`config.mk`:
```
export PLATFORM = sky130hd
export DESIGN_NAME = cfs_sequencer
export DESIGN_NICKNAME = d
export VERILOG_FILES = /design/src/rtl/cfs_pkg.sv /design/src/rtl/cfs_fetch.sv /design/src/rtl/cfs_stack.sv /design/src/rtl/cfs_branch.sv /design/src/rtl/cfs_dispatch.sv /design/src/rtl/cfs_sequencer.sv
export SDC_FILE = /design/constraint.sdc
export NUM_CORES = 1
export LEC_CHECK = 0
export BUFFER_PORTS_ARGS = -buffer_cell sky130_fd_sc_hd__buf_4
export CAP_MARGIN = 20
export CELL_PAD_IN_SITES_DETAIL_PLACEMENT = 0
export CELL_PAD_IN_SITES_GLOBAL_PLACEMENT = 1
export CORE_ASPECT_RATIO = 1.25
export CORE_UTILIZATION = 35
export CTS_BUF_LIST = sky130_fd_sc_hd__clkbuf_2 sky130_fd_sc_hd__clkbuf_4 sky130_fd_sc_hd__clkbuf_8
export CTS_CLUSTER_SIZE = 12
export DETAILED_ROUTE_END_ITERATION = 10
export PLACE_DENSITY_LB_ADDON = 0.1
export SYNTH_ARGS = -nofsm -noshare
export SYNTH_HDL_FRONTEND = slang
export SYNTH_HIERARCHICAL = 1
export SYNTH_SLANG_ARGS = --single-unit
```
`constraint.sdc`:
```
create_clock -name clk_i -period 4.95 [get_ports clk_i]
set_clock_uncertainty 0.15 [all_clocks]
set_input_delay 0.2475 -clock clk_i [delete_from_list [all_inputs] [get_ports clk_i]]
set_output_delay 0.2475 -clock clk_i [all_outputs]
set_load 0.1 [all_outputs]
```
`src/rtl/cfs_pkg.sv`:
```
package cfs_pkg;
  localparam int INSTR_W = 32;

  typedef enum logic [3:0] {
    OP_OUT    = 4'd0,
    OP_WAIT   = 4'd1,
    OP_SYNC   = 4'd2,
    OP_LDREP  = 4'd3,
    OP_REPEAT = 4'd4,
    OP_LDCMP  = 4'd5,
    OP_CMP    = 4'd6,
    OP_GOTO   = 4'd7,
    OP_CALL   = 4'd8,
    OP_RET    = 4'd9
  } op_e;

  typedef enum logic [1:0] {
    CMP_EQ = 2'd0,
    CMP_NE = 2'd1,
    CMP_LT = 2'd2,
    CMP_GT = 2'd3
  } cmp_e;

  typedef enum logic [1:0] {
    CND_ALL = 2'd0,
    CND_SET = 2'd1,
    CND_CLR = 2'd2,
    CND_ANY = 2'd3
  } cnd_e;
endpackage

```
`src/rtl/cfs_fetch.sv`:
```
module cfs_fetch #(
  parameter int AW = 10
) (
  input  logic          clk_i,
  input  logic          rst_ni,
  input  logic          hold_i,
  input  logic          jump_i,
  input  logic [AW-1:0] target_i,
  output logic [AW-1:0] addr_o,
  output logic          valid_o,
  output logic [AW-1:0] cur_o
);
  logic [AW-1:0] pc_q, cur_q;
  logic          vld_q;

  // memory read is registered: the address chosen now is the word decoded next cycle
  always_comb begin
    if (!vld_q)      addr_o = pc_q;
    else if (hold_i) addr_o = cur_q;
    else if (jump_i) addr_o = target_i;
    else             addr_o = pc_q;
  end

  always_ff @(posedge clk_i or negedge rst_ni) begin
    if (!rst_ni) begin
      pc_q  <= '0;
      cur_q <= '0;
      vld_q <= 1'b0;
    end else begin
      vld_q <= 1'b1;
      cur_q <= addr_o;
      pc_q  <= addr_o + 1'b1;
    end
  end

  assign valid_o = vld_q;
  assign cur_o   = cur_q;
endmodule

```
`src/rtl/cfs_stack.sv`:
```
module cfs_stack #(
  parameter int AW = 10,
  parameter int RW = 16,
  parameter int SD = 8
) (
  input  logic          clk_i,
  input  logic          rst_ni,
  input  logic          push_i,
  input  logic          pop_i,
  input  logic [AW-1:0] push_addr_i,
  input  logic [RW-1:0] push_rep_i,
  output logic          full_o,
  output logic          empty_o,
  output logic [AW-1:0] top_addr_o,
  output logic [RW-1:0] top_rep_o
);
  localparam int PW = $clog2(SD + 1);
  localparam int XW = (SD > 1) ? $clog2(SD) : 1;

  logic [PW-1:0] sp_q;
  logic [AW-1:0] addr_q [SD];
  logic [RW-1:0] rep_q  [SD];
  logic [XW-1:0] top_ix;

  assign full_o  = (sp_q == PW'(SD));
  assign empty_o = (sp_q == '0);
  assign top_ix  = empty_o ? '0 : XW'(sp_q - 1'b1);
  assign top_addr_o = addr_q[top_ix];
  assign top_rep_o  = rep_q[top_ix];

  always_ff @(posedge clk_i or negedge rst_ni) begin
    if (!rst_ni)                sp_q <= '0;
    else if (push_i && !full_o) sp_q <= sp_q + 1'b1;
    else if (pop_i && !empty_o) sp_q <= sp_q - 1'b1;
  end

  for (genvar g = 0; g < SD; g++) begin : g_slot
    always_ff @(posedge clk_i or negedge rst_ni) begin
      if (!rst_ni) begin
        addr_q[g] <= '0;
        rep_q[g]  <= '0;
      end else if (push_i && sp_q == PW'(g)) begin
        addr_q[g] <= push_addr_i;
        rep_q[g]  <= push_rep_i;
      end
    end
  end
endmodule

```
`src/rtl/cfs_branch.sv`:
```
module cfs_branch
  import cfs_pkg::*;
#(
  parameter int DW = 8
) (
  input  logic          clk_i,
  input  logic          rst_ni,
  input  logic          load_i,
  input  logic [DW-1:0] load_data_i,
  input  logic          cmp_i,
  input  cmp_e          op_i,
  input  logic [DW-1:0] mask_i,
  input  logic [DW-1:0] oper_i,
  input  cnd_e          cnd_i,
  output logic          taken_o
);
  logic [DW-1:0] cmp_q, lhs;
  logic          flag_q, res;

  assign lhs = cmp_q & mask_i;

  always_comb begin
    case (op_i)
      CMP_EQ: res = (lhs == oper_i);
      CMP_NE: res = (lhs != oper_i);
      CMP_LT: res = (lhs <  oper_i);
      CMP_GT: res = (lhs >  oper_i);
    endcase
  end

  always_comb begin
    case (cnd_i)
      CND_SET: taken_o = flag_q;
      CND_CLR: taken_o = !flag_q;
      default: taken_o = 1'b1;
    endcase
  end

  always_ff @(posedge clk_i or negedge rst_ni) begin
    if (!rst_ni) begin
      cmp_q  <= '0;
      flag_q <= 1'b0;
    end else begin
      if (load_i) cmp_q  <= load_data_i;
      if (cmp_i)  flag_q <= res;
    end
  end
endmodule

```
`src/rtl/cfs_dispatch.sv`:
```
module cfs_dispatch #(
  parameter int NE   = 6,
  parameter int SELW = 4,
  parameter int IW   = 32
) (
  input  logic            out_i,
  input  logic            bcast_i,
  input  logic [SELW-1:0] sel_i,
  input  logic [IW-1:0]   word_i,
  input  logic [NE-1:0]   full_i,
  output logic [NE-1:0]   wr_o,
  output logic [IW-1:0]   data_o,
  output logic            block_o
);
  logic [NE-1:0] hit;

  for (genvar g = 0; g < NE; g++) begin : g_eng
    assign hit[g] = bcast_i || (out_i && sel_i == SELW'(g));
  end

  // any addressed engine full holds the whole word back
  assign block_o = |(hit & full_i);
  assign wr_o    = block_o ? '0 : hit;
  assign data_o  = word_i;
endmodule

```
`src/rtl/cfs_sequencer.sv`:
```
module cfs_sequencer
  import cfs_pkg::*;
#(
  parameter int AW = 10,
  parameter int NA = 2,
  parameter int NM = 4,
  parameter int SD = 8,
  parameter int RW = 16,
  parameter int DW = 8
) (
  input  logic               clk_i,
  input  logic               rst_ni,
  output logic [AW-1:0]      imem_addr_o,
  input  logic [INSTR_W-1:0] imem_data_i,
  input  logic [DW-1:0]      steer_data_i,
  input  logic               steer_valid_i,
  output logic               steer_rd_o,
  output logic [NA+NM-1:0]   eng_wr_o,
  output logic [INSTR_W-1:0] eng_data_o,
  input  logic [NA+NM-1:0]   eng_full_i,
  input  logic [NA+NM-1:0]   eng_empty_i,
  output logic               err_o
);
  localparam int NE   = NA + NM;
  localparam int SELW = 4;

  logic          vld, act, err_q;
  logic [AW-1:0] cur;
  op_e           op;
  logic is_out, is_wait, is_sync, is_ldrep, is_rep, is_ldcmp, is_cmp, is_goto, is_call, is_ret;
  logic          disp_blk, stall, taken;
  logic          stk_full, stk_empty, push, ovf, unf, ret_ok, rep_jmp, jump, hold;
  logic [AW-1:0] top_addr, target;
  logic [RW-1:0] rep_q, top_rep;

  assign act = vld && !err_q;
  assign op  = op_e'(imem_data_i[31:28]);

  always_comb begin
    {is_out, is_wait, is_sync, is_ldrep, is_rep, is_ldcmp, is_cmp, is_goto, is_call, is_ret} = '0;
    if (act) begin
      case (op)
        OP_OUT:    is_out   = 1'b1;
        OP_WAIT:   is_wait  = 1'b1;
        OP_SYNC:   is_sync  = 1'b1;
        OP_LDREP:  is_ldrep = 1'b1;
        OP_REPEAT: is_rep   = 1'b1;
        OP_LDCMP:  is_ldcmp = 1'b1;
        OP_CMP:    is_cmp   = 1'b1;
        OP_GOTO:   is_goto  = 1'b1;
        OP_CALL:   is_call  = 1'b1;
        OP_RET:    is_ret   = 1'b1;
        default: ;
      endcase
    end
  end

  cfs_dispatch #(.NE(NE), .SELW(SELW), .IW(INSTR_W)) u_disp (
    .out_i   (is_out),
    .bcast_i (is_wait),
    .sel_i   (imem_data_i[27:24]),
    .word_i  (imem_data_i),
    .full_i  (eng_full_i),
    .wr_o    (eng_wr_o),
    .data_o  (eng_data_o),
    .block_o (disp_blk)
  );

  assign steer_rd_o = is_ldcmp && steer_valid_i;

  cfs_branch #(.DW(DW)) u_br (
    .clk_i       (clk_i),
    .rst_ni      (rst_ni),
    .load_i      (steer_rd_o),
    .load_data_i (steer_data_i),
    .cmp_i       (is_cmp),
    .op_i        (cmp_e'(imem_data_i[25:24])),
    .mask_i      (imem_data_i[8 +: DW]),
    .oper_i      (imem_data_i[0 +: DW]),
    .cnd_i       (cnd_e'(imem_data_i[25:24])),
    .taken_o     (taken)
  );

  assign push    = is_call && taken && !stk_full;
  assign ovf     = is_call && taken && stk_full;
  assign ret_ok  = is_ret && !stk_empty;
  assign unf     = is_ret && stk_empty;
  assign rep_jmp = is_rep && (rep_q != '0);

  cfs_stack #(.AW(AW), .RW(RW), .SD(SD)) u_stk (
    .clk_i       (clk_i),
    .rst_ni      (rst_ni),
    .push_i      (push),
    .pop_i       (ret_ok),
    .push_addr_i (cur + 1'b1),
    .push_rep_i  (rep_q),
    .full_o      (stk_full),
    .empty_o     (stk_empty),
    .top_addr_o  (top_addr),
    .top_rep_o   (top_rep)
  );

  assign stall  = disp_blk || (is_sync && !(&eng_empty_i)) || (is_ldcmp && !steer_valid_i);
  assign jump   = rep_jmp || (is_goto && taken) || push || ret_ok;
  assign target = ret_ok ? top_addr : imem_data_i[AW-1:0];
  assign hold   = stall || err_q || ovf || unf;

  cfs_fetch #(.AW(AW)) u_fetch (
    .clk_i    (clk_i),
    .rst_ni   (rst_ni),
    .hold_i   (hold),
    .jump_i   (jump),
    .target_i (target),
    .addr_o   (imem_addr_o),
    .valid_o  (vld),
    .cur_o    (cur)
  );

  always_ff @(posedge clk_i or negedge rst_ni) begin
    if (!rst_ni) begin
      rep_q <= '0;
      err_q <= 1'b0;
    end else begin
      if (ovf || unf)   err_q <= 1'b1;
      if (is_ldrep)     rep_q <= imem_data_i[RW-1:0];
      else if (rep_jmp) rep_q <= rep_q - 1'b1;
      else if (ret_ok)  rep_q <= top_rep;
    end
  end

  assign err_o = err_q;
endmodule

```
Yosys cells after proc, flatten, opt, wreduce, memory -nomap -nowiden
Cells that the tools add are included.

Register bits: 259. Input bits: 55. Output and inout bits: 50. Logic and storage cells: 158.

Add/sub/neg operators: 5. Magnitude comparators: 3. Equality and inequality tests: 27. Multiplexer cells: 39. Bitwise logic cells: 3. Reductions and logical operators: 57.

Operator list (number): 2-to-1 mux 16 bit (5); 2-to-1 mux 10 bit (6); binary-select mux 16 bit (select 3 bit) (1); equality test 4 x 3 -> 1 bit (second input constant) (10); binary-select mux 10 bit (select 3 bit) (1); logical AND 1 bit (27); equality test 4 x 2 -> 1 bit (second input constant) (6); adder 10 x 1 -> 10 bit (second input constant) (2); 2-to-1 mux 1 bit (20); nonzero test 16 bit (1); subtractor 16 x 1 -> 16 bit (second input constant) (1); logical OR 1 bit (15); equality test 4 x 1 -> 1 bit (second input constant) (3); equality test 4 bit (second input constant) (3); logical NOT 4 bit (3); bitwise AND 8 bit (1); equality test 8 bit (1); greater-than comparator 8 bit (1); less-than comparator 8 bit (1); 2-to-1 mux 4 bit (2); != test 8 bit (1); bitwise AND 6 bit (1); logical NOT 1 bit (6); 2-to-1 mux 6 bit (1); other kinds (14) (15).

Longest topological paths before layout
Depth in word-level cells: 15. Depth in mapped cells: 20. Depth with buffers taken out: 15.

Modules after synthesis
Netlist, hierarchy kept.

Modules (own cells, without submodules): cfs_stack (instances 1, cells each 786, area each 10367.4 sq um, sequential area each 5305.1 sq um); cfs_sequencer (instances 1, cells each 215, area each 1601.5 sq um, sequential area each 425.4 sq um); cfs_fetch (instances 1, cells each 90, area each 1093.5 sq um, sequential area each 525.5 sq um); cfs_branch (instances 1, cells each 64, area each 651.9 sq um, sequential area each 225.2 sq um); cfs_dispatch (instances 1, cells each 66, area each 435.4 sq um, sequential area each 0.0 sq um).

Least setup slack after synthesis
OpenSTA, ideal clock, no wires.

Kind: register to register. From: reg err_q, in the netlist err_o. To: reg u_fetch.pc_q[6]. Setup time: 0.173 ns. Arrival: 4.847 ns. Required time: 4.627 ns. Setup slack: -0.219 ns. Cell stages (with the launch flop): 16. Clock period less this slack: 5.169 ns. Cells stage by stage: dfrtp_1 or4b_1 buf_2 nor2_1 o21ai_0 nand3_1 a32o_2 or2_1 or4_1 bufinv_8 o22ai_1 a21oi_2 ha_1 nand4_1 nand2b_1 xnor2_1.

Elaborated cells between the ends (all ways): 46. Classes of those cells: add/sub (1); mux (12); bitwise (1); reduce/logical (32).

RTL lines: from (decl) (line cfs_sequencer.sv:27) `logic vld, act, err_q;`; from (signal assigned) (line cfs_sequencer.sv:122) `err_q <= 1'b0;`; from (signal assigned) (line cfs_sequencer.sv:124) `if (ovf || unf) err_q <= 1'b1;`; logical NOT 1 bit (*) (line cfs_sequencer.sv:36) `assign act = vld && !err_q;`; logical AND 1 bit (*) (line cfs_sequencer.sv:36); 2-to-1 mux 1 bit (*) (line cfs_sequencer.sv:41) `if (act) begin`; via is_wait (line cfs_sequencer.sv:30) `logic is_out, is_wait, is_sync, is_ldrep, is_rep, is_ldcmp, is_cmp, is_goto, is_call, is_ret;`; logical OR 1 bit (line cfs_dispatch.sv:18) `assign hit[g] = bcast_i || (out_i && sel_i == SELW'(g));`; bitwise AND 6 bit (*) (line cfs_dispatch.sv:22) `assign block_o = |(hit & full_i);`; OR reduction 6 bit (*) (line cfs_dispatch.sv:22); via disp_blk (line cfs_sequencer.sv:31) `logic disp_blk, stall, taken;`; logical OR 1 bit (*) (2 in series) (line cfs_sequencer.sv:103) `assign stall = disp_blk || (is_sync && !(&eng_empty_i)) || (is_ldcmp && !steer_valid_i);`; logical OR 1 bit (*) (3 in series) (line cfs_sequencer.sv:106) `assign hold = stall || err_q || ovf || unf;`; via hold (line cfs_sequencer.sv:32) `logic stk_full, stk_empty, push, ovf, unf, ret_ok, rep_jmp, jump, hold;`; 2-to-1 mux 10 bit (*) (line cfs_fetch.sv:19) `else if (hold_i) addr_o = cur_q;`; 2-to-1 mux 10 bit (*) (line cfs_fetch.sv:18) `if (!vld_q) addr_o = pc_q;`; via imem_addr_o[1] (line cfs_sequencer.sv:13) `output logic [AW-1:0] imem_addr_o,`; adder 10 x 1 -> 10 bit (*) (line cfs_fetch.sv:32) `pc_q <= addr_o + 1'b1;`; to (signal assigned) (line cfs_fetch.sv:32); to (decl) (line cfs_fetch.sv:13) `logic [AW-1:0] pc_q, cur_q;`.

Mark *: on every way through the listed nets, which the timed path passes. The rest lies on a longest branch. A chain may end at the register's enable or synchronous reset.

Worst setup path after layout
From: reg u_stk.sp_q[2]. To: out imem_addr_o[7].

Word-level cells in the longest chain between the ends: 10. Elaborated cells between the ends (all ways): 22. Classes of those cells: add/sub (1); eq/ne (1); mux (8); bitwise (1); reduce/logical (11).

RTL lines: from (decl) (line cfs_stack.sv:20) `logic [PW-1:0] sp_q;`; from (signal assigned) (line cfs_stack.sv:33) `else if (push_i && !full_o) sp_q <= sp_q + 1'b1;`; from (signal assigned) (line cfs_stack.sv:34) `else if (pop_i && !empty_o) sp_q <= sp_q - 1'b1;`; subtractor 4 x 1 -> 4 bit / logical NOT 4 bit (equally long branches) (line cfs_stack.sv:27, cfs_stack.sv:26); 2-to-1 mux 3 bit (*) (line cfs_stack.sv:27) `assign top_ix = empty_o ? '0 : XW'(sp_q - 1'b1);`; NOT 3 -> 4 bit (implied by the code) (*) (line cfs_stack.sv:28) `assign top_addr_o = addr_q[top_ix];`; binary-select mux 10 bit (select 3 bit) (*) (line cfs_stack.sv:28); 2-to-1 mux 10 bit (implied by the code) (*) (2 in series) (line cfs_stack.sv:28); via top_addr[7] (line cfs_sequencer.sv:33) `logic [AW-1:0] top_addr, target;`; 2-to-1 mux 10 bit (*) (line cfs_sequencer.sv:105) `assign target = ret_ok ? top_addr : imem_data_i[AW-1:0];`; via target[7] (line cfs_sequencer.sv:33); 2-to-1 mux 10 bit (*) (line cfs_fetch.sv:20) `else if (jump_i) addr_o = target_i;`; 2-to-1 mux 10 bit (*) (line cfs_fetch.sv:19); 2-to-1 mux 10 bit (*) (line cfs_fetch.sv:18); to (decl) (line cfs_sequencer.sv:13).

Mark *: on every way through the listed nets, which the timed path passes. The rest lies on a longest branch. The select of a mux whose other input is x is not followed.

==> impl_metrics.toml <==
[placed_design]
numPortBuffers = 88
post-place-cells = 1731
gp_congestion = 0.790
dp.final_hpwl_um = 27100

[layout]
layout-drive-gt1-share_pct = 35.5
final_common_cell = "dfrtp_1"
final_cells = 1841
final_nets = 1377
syn_to_final_growth_pct = 16.1
mostFrequentLayoutCells = "dfrtp_1 (259), mux2_2 (189), buf_4 (115)"

[global_routing]
grt_pass1_vias = 10700
use_met3_pct = 2.79
top_usage_layer = "met2"
grt_use_met2_pct = 37.2
grt-ovfl-total = 0
grt_max_degree = 118
antenna_found_initial = 1
track_usage_pct = 21.5
grt_pass1_wl_um = 66600
met1_usage_pct = 27.7

[timing]
min_period_over_period_pct = 92.7
tightest_slew_ps = 1050
finalHoldViolCount = 0
period_needed_ps = 4590
finalSetupViolCount = 0
report.final.slew_viol_count = 0
rsz0062_at_grt = "no"
relSlewSlack_pct = 30.0
setup_tns_ps = 0
fmax_mhz = 218

[die]
dieArea_sq_um = 41200
ios = 105
rows = 82
initial_core_util_pct = 35.4
fp.dieH_um = 227
die_x_um = 182
core_area_sq_um = 40000

[run]
maxCapViolations = 0

[critical_path]
worstPathRequired_ps = 4550
critical_path_class = "flop to output port"
cp-start-kind = "flop"
critPathCaptureType = "output port"
critPathTopFamily = "compound AO/OA/AOI/OAI gates"
slowest_stage = "dfrtp_1"
crit_cells = 11
rr_endpoint = "u_fetch/pc_q[6]$_DFF_PN0_"
crit_chain = "nand3b_1 > a21o_1 > buf_4 > a211oi_1 > nor4_2 > nand2_1 > nand2_1 > nand3b_1 > o21ai_1 > a21oi_2 > buf_4"
endpoint = "imem_addr_o[7]"
r2r.worst_path.cells = 15
critPathBufInv = 2
critPathLaunch = "u_stk/sp_q[2]$_DFFE_PN0P_"
r2r_start = "u_stk/sp_q[1]$_DFFE_PN0P_"
path_max_fanout = 20
worstPathArrival_ps = 4190
cpPeakStageDelay_ps = 920
rrSetupSlack_ps = 930

[yosys]
synth_area_sq_um = 14100
synth_top_family_by_area = "multiplexers"
synth_simple_gate_area_share_pct = 16.1
synth_edf_count = 0
yosys.area.top_type_share_pct = 45.8
synth_cell_type_count = 89
synth_area_leader_cell = "dfrtp_1"
yosys_most_used_dff = "dfrtp_1"
synth.area.mux_share_pct = 17.3
syn_inst = 1221
synth_area_per_cell_sq_um = 11.6
async_reset_ff_share_pct = 100
synth_xor_area_share_pct = 1.42
yosys_warnings = 6
yosys-top-cells-area = "dfrtp_1 (46%), mux2_2 (15%), nor3b_1 (2.9%), a211oi_1 (2.8%), nor2b_1 (2.6%)"
synth-compound-area-share_pct = 12.0
yosysSeqAreaShare_pct = 45.8
synthAdderAreaFrac_pct = 1.68
ys_ff_latch = 259
synth.net_count = 1295

[clocking]
cts_tree = "built"
root_buffer = "clkbuf_8"
cts.path.max_buffers = 3
htreeDepth = 2
cts_buffers = 47
clk_pin_slew_worst_paths_ps = 50
clkLatencyLatePin_ps = 600
post_cts_buffers = 0
cts.sinks = 259

[power_and_ir_drop]
peakVddDrop_v = 0.000486
seqPwrFrac_pct = 32.1
combPwrFrac_pct = 44.7
intPower_w = 0.00494
clkPwrFrac_pct = 23.2
p_leak_nw = 7.56
power.density_nw_per_um2 = 556
power.switching_w = 0.00418
switching_share_pct = 45.8

[route]
drc_errors = 0
vias = 10200
wire_per_inst_um = 23.5
drt-total-wl_um = 43300
postRouteAntennaNets = 0
drtPass1Iterations = 5
drt_iter0_markers = 592
viasPerCell = 5.52

[hold_path]
hold_path.class = "input port to flop"
hold_depth = 4

[outcome]
status = "completed"
==> state kept, by name (all words and copies together) (netlist names) <==
register         cells
u_fetch/cur_o       10
err_o                1
u_stk/rep_q        128
u_fetch/pc_q        10
u_fetch/valid_o      1
rep_q               16
u_br/cmp_q           8
u_br/flag_q          1
u_stk/sp_q           4
u_stk/addr_q        80
==> how the worst min path moves through the flow <==
stage	startpoint	to	slack (ps)
after floorplan	rst_ni	err_o$_DFFE_PN0P_	-200
after global placement	rst_ni	u_stk/rep_q[12]$_DFFE_PN0P_	200
after detailed placement	rst_ni	u_stk/rep_q[12]$_DFFE_PN0P_	190
after CTS	steer_valid_i	u_br/cmp_q[1]$_DFFE_PN0P_	60
after global routing	steer_valid_i	u_br/cmp_q[6]$_DFFE_PN0P_	120
final	steer_valid_i	u_br/cmp_q[6]$_DFFE_PN0P_	110
==> area by class of cell <==
class | count | area (sq um)
diodes | 1 | 2.50
clock buffers | 70 | 876
clock inverters | 12 | 97.6
fillers | 3936 | 23600
inverters | 28 | 121
multi-input cells | 817 | 6920
flip-flops and latches | 259 | 6480
well taps | 504 | 631
repair buffers | 150 | 1300
==> routing by layer <==
metal | vias up | part of all wire [%]
met2 | 191 | 50
met5 | - | 0
met3 | 70 | 3.2
met1 | 5252 | 44
li1 | 4653 | -
met4 | 0 | 2.3
==> cell families after synthesis <==
group	count (synthesis)
buffers and inverters	145
AND/OR/NAND/NOR	344
other	1
multiplexers	218
flip-flops	259
adder cells (fa/ha/maj)	19
AO/OA/AOI/OAI	212
XOR/XNOR	23
==> cells in the mapped netlist (19+ instances only) <==
| cell type | n |
|---|---|
| clkbuf_1 | 29 |
| buf_4 | 38 |
| mux2_2 | 189 |
| nor2b_1 | 59 |
| nor3b_1 | 55 |
| a211oi_1 | 52 |
| inv_1 | 25 |
| dfrtp_1 | 259 |
| nor2_1 | 24 |
| a221oi_1 | 42 |
| nand3_1 | 19 |
| mux2_1 | 27 |
| buf_2 | 44 |
| nand2_1 | 57 |
| ha_1 | 19 |
==> per-stage QoR <==
step                utilization [%]  power (W)  cell area (sq um)  hold slack, ps  setup WS [ps]
CTS                            41.0    0.00927              16400            63.5            153
global placement               37.8    0.00707              15100             203            828
global route                   41.0    0.00966              16400             118            123
detailed placement             37.9    0.00708              15200             193            733
floorplan                         -    0.00568              14200            -198            111
finish                         41.1    0.00913              16400             112            364
==> what timing repair did <==
action,CTS,global route
hold endpoints to repair,119,0
gates resized for setup,0,2
hold buffers,27,0
endpoints found under the setup margin,0,3
==> tightest hold or removal path, stage by stage <==
cell	delay (ps)
buf_4	110
inv_1	50
nor3_1	130
mux2_2	250
==> power groups by stage <==
stage	Combinational (W)	Sequential, W	Clock [W]
2_1_floorplan	0.00288	0.00280	0
3_3_place_gp	0.00411	0.00296	0
3_5_place_dp	0.00411	0.00297	0
4_1_cts	0.00415	0.00293	0.00219
5_1_grt	0.00438	0.00299	0.00229
6_report	0.00408	0.00293	0.00212
Power figures use the tool's default switching activity.
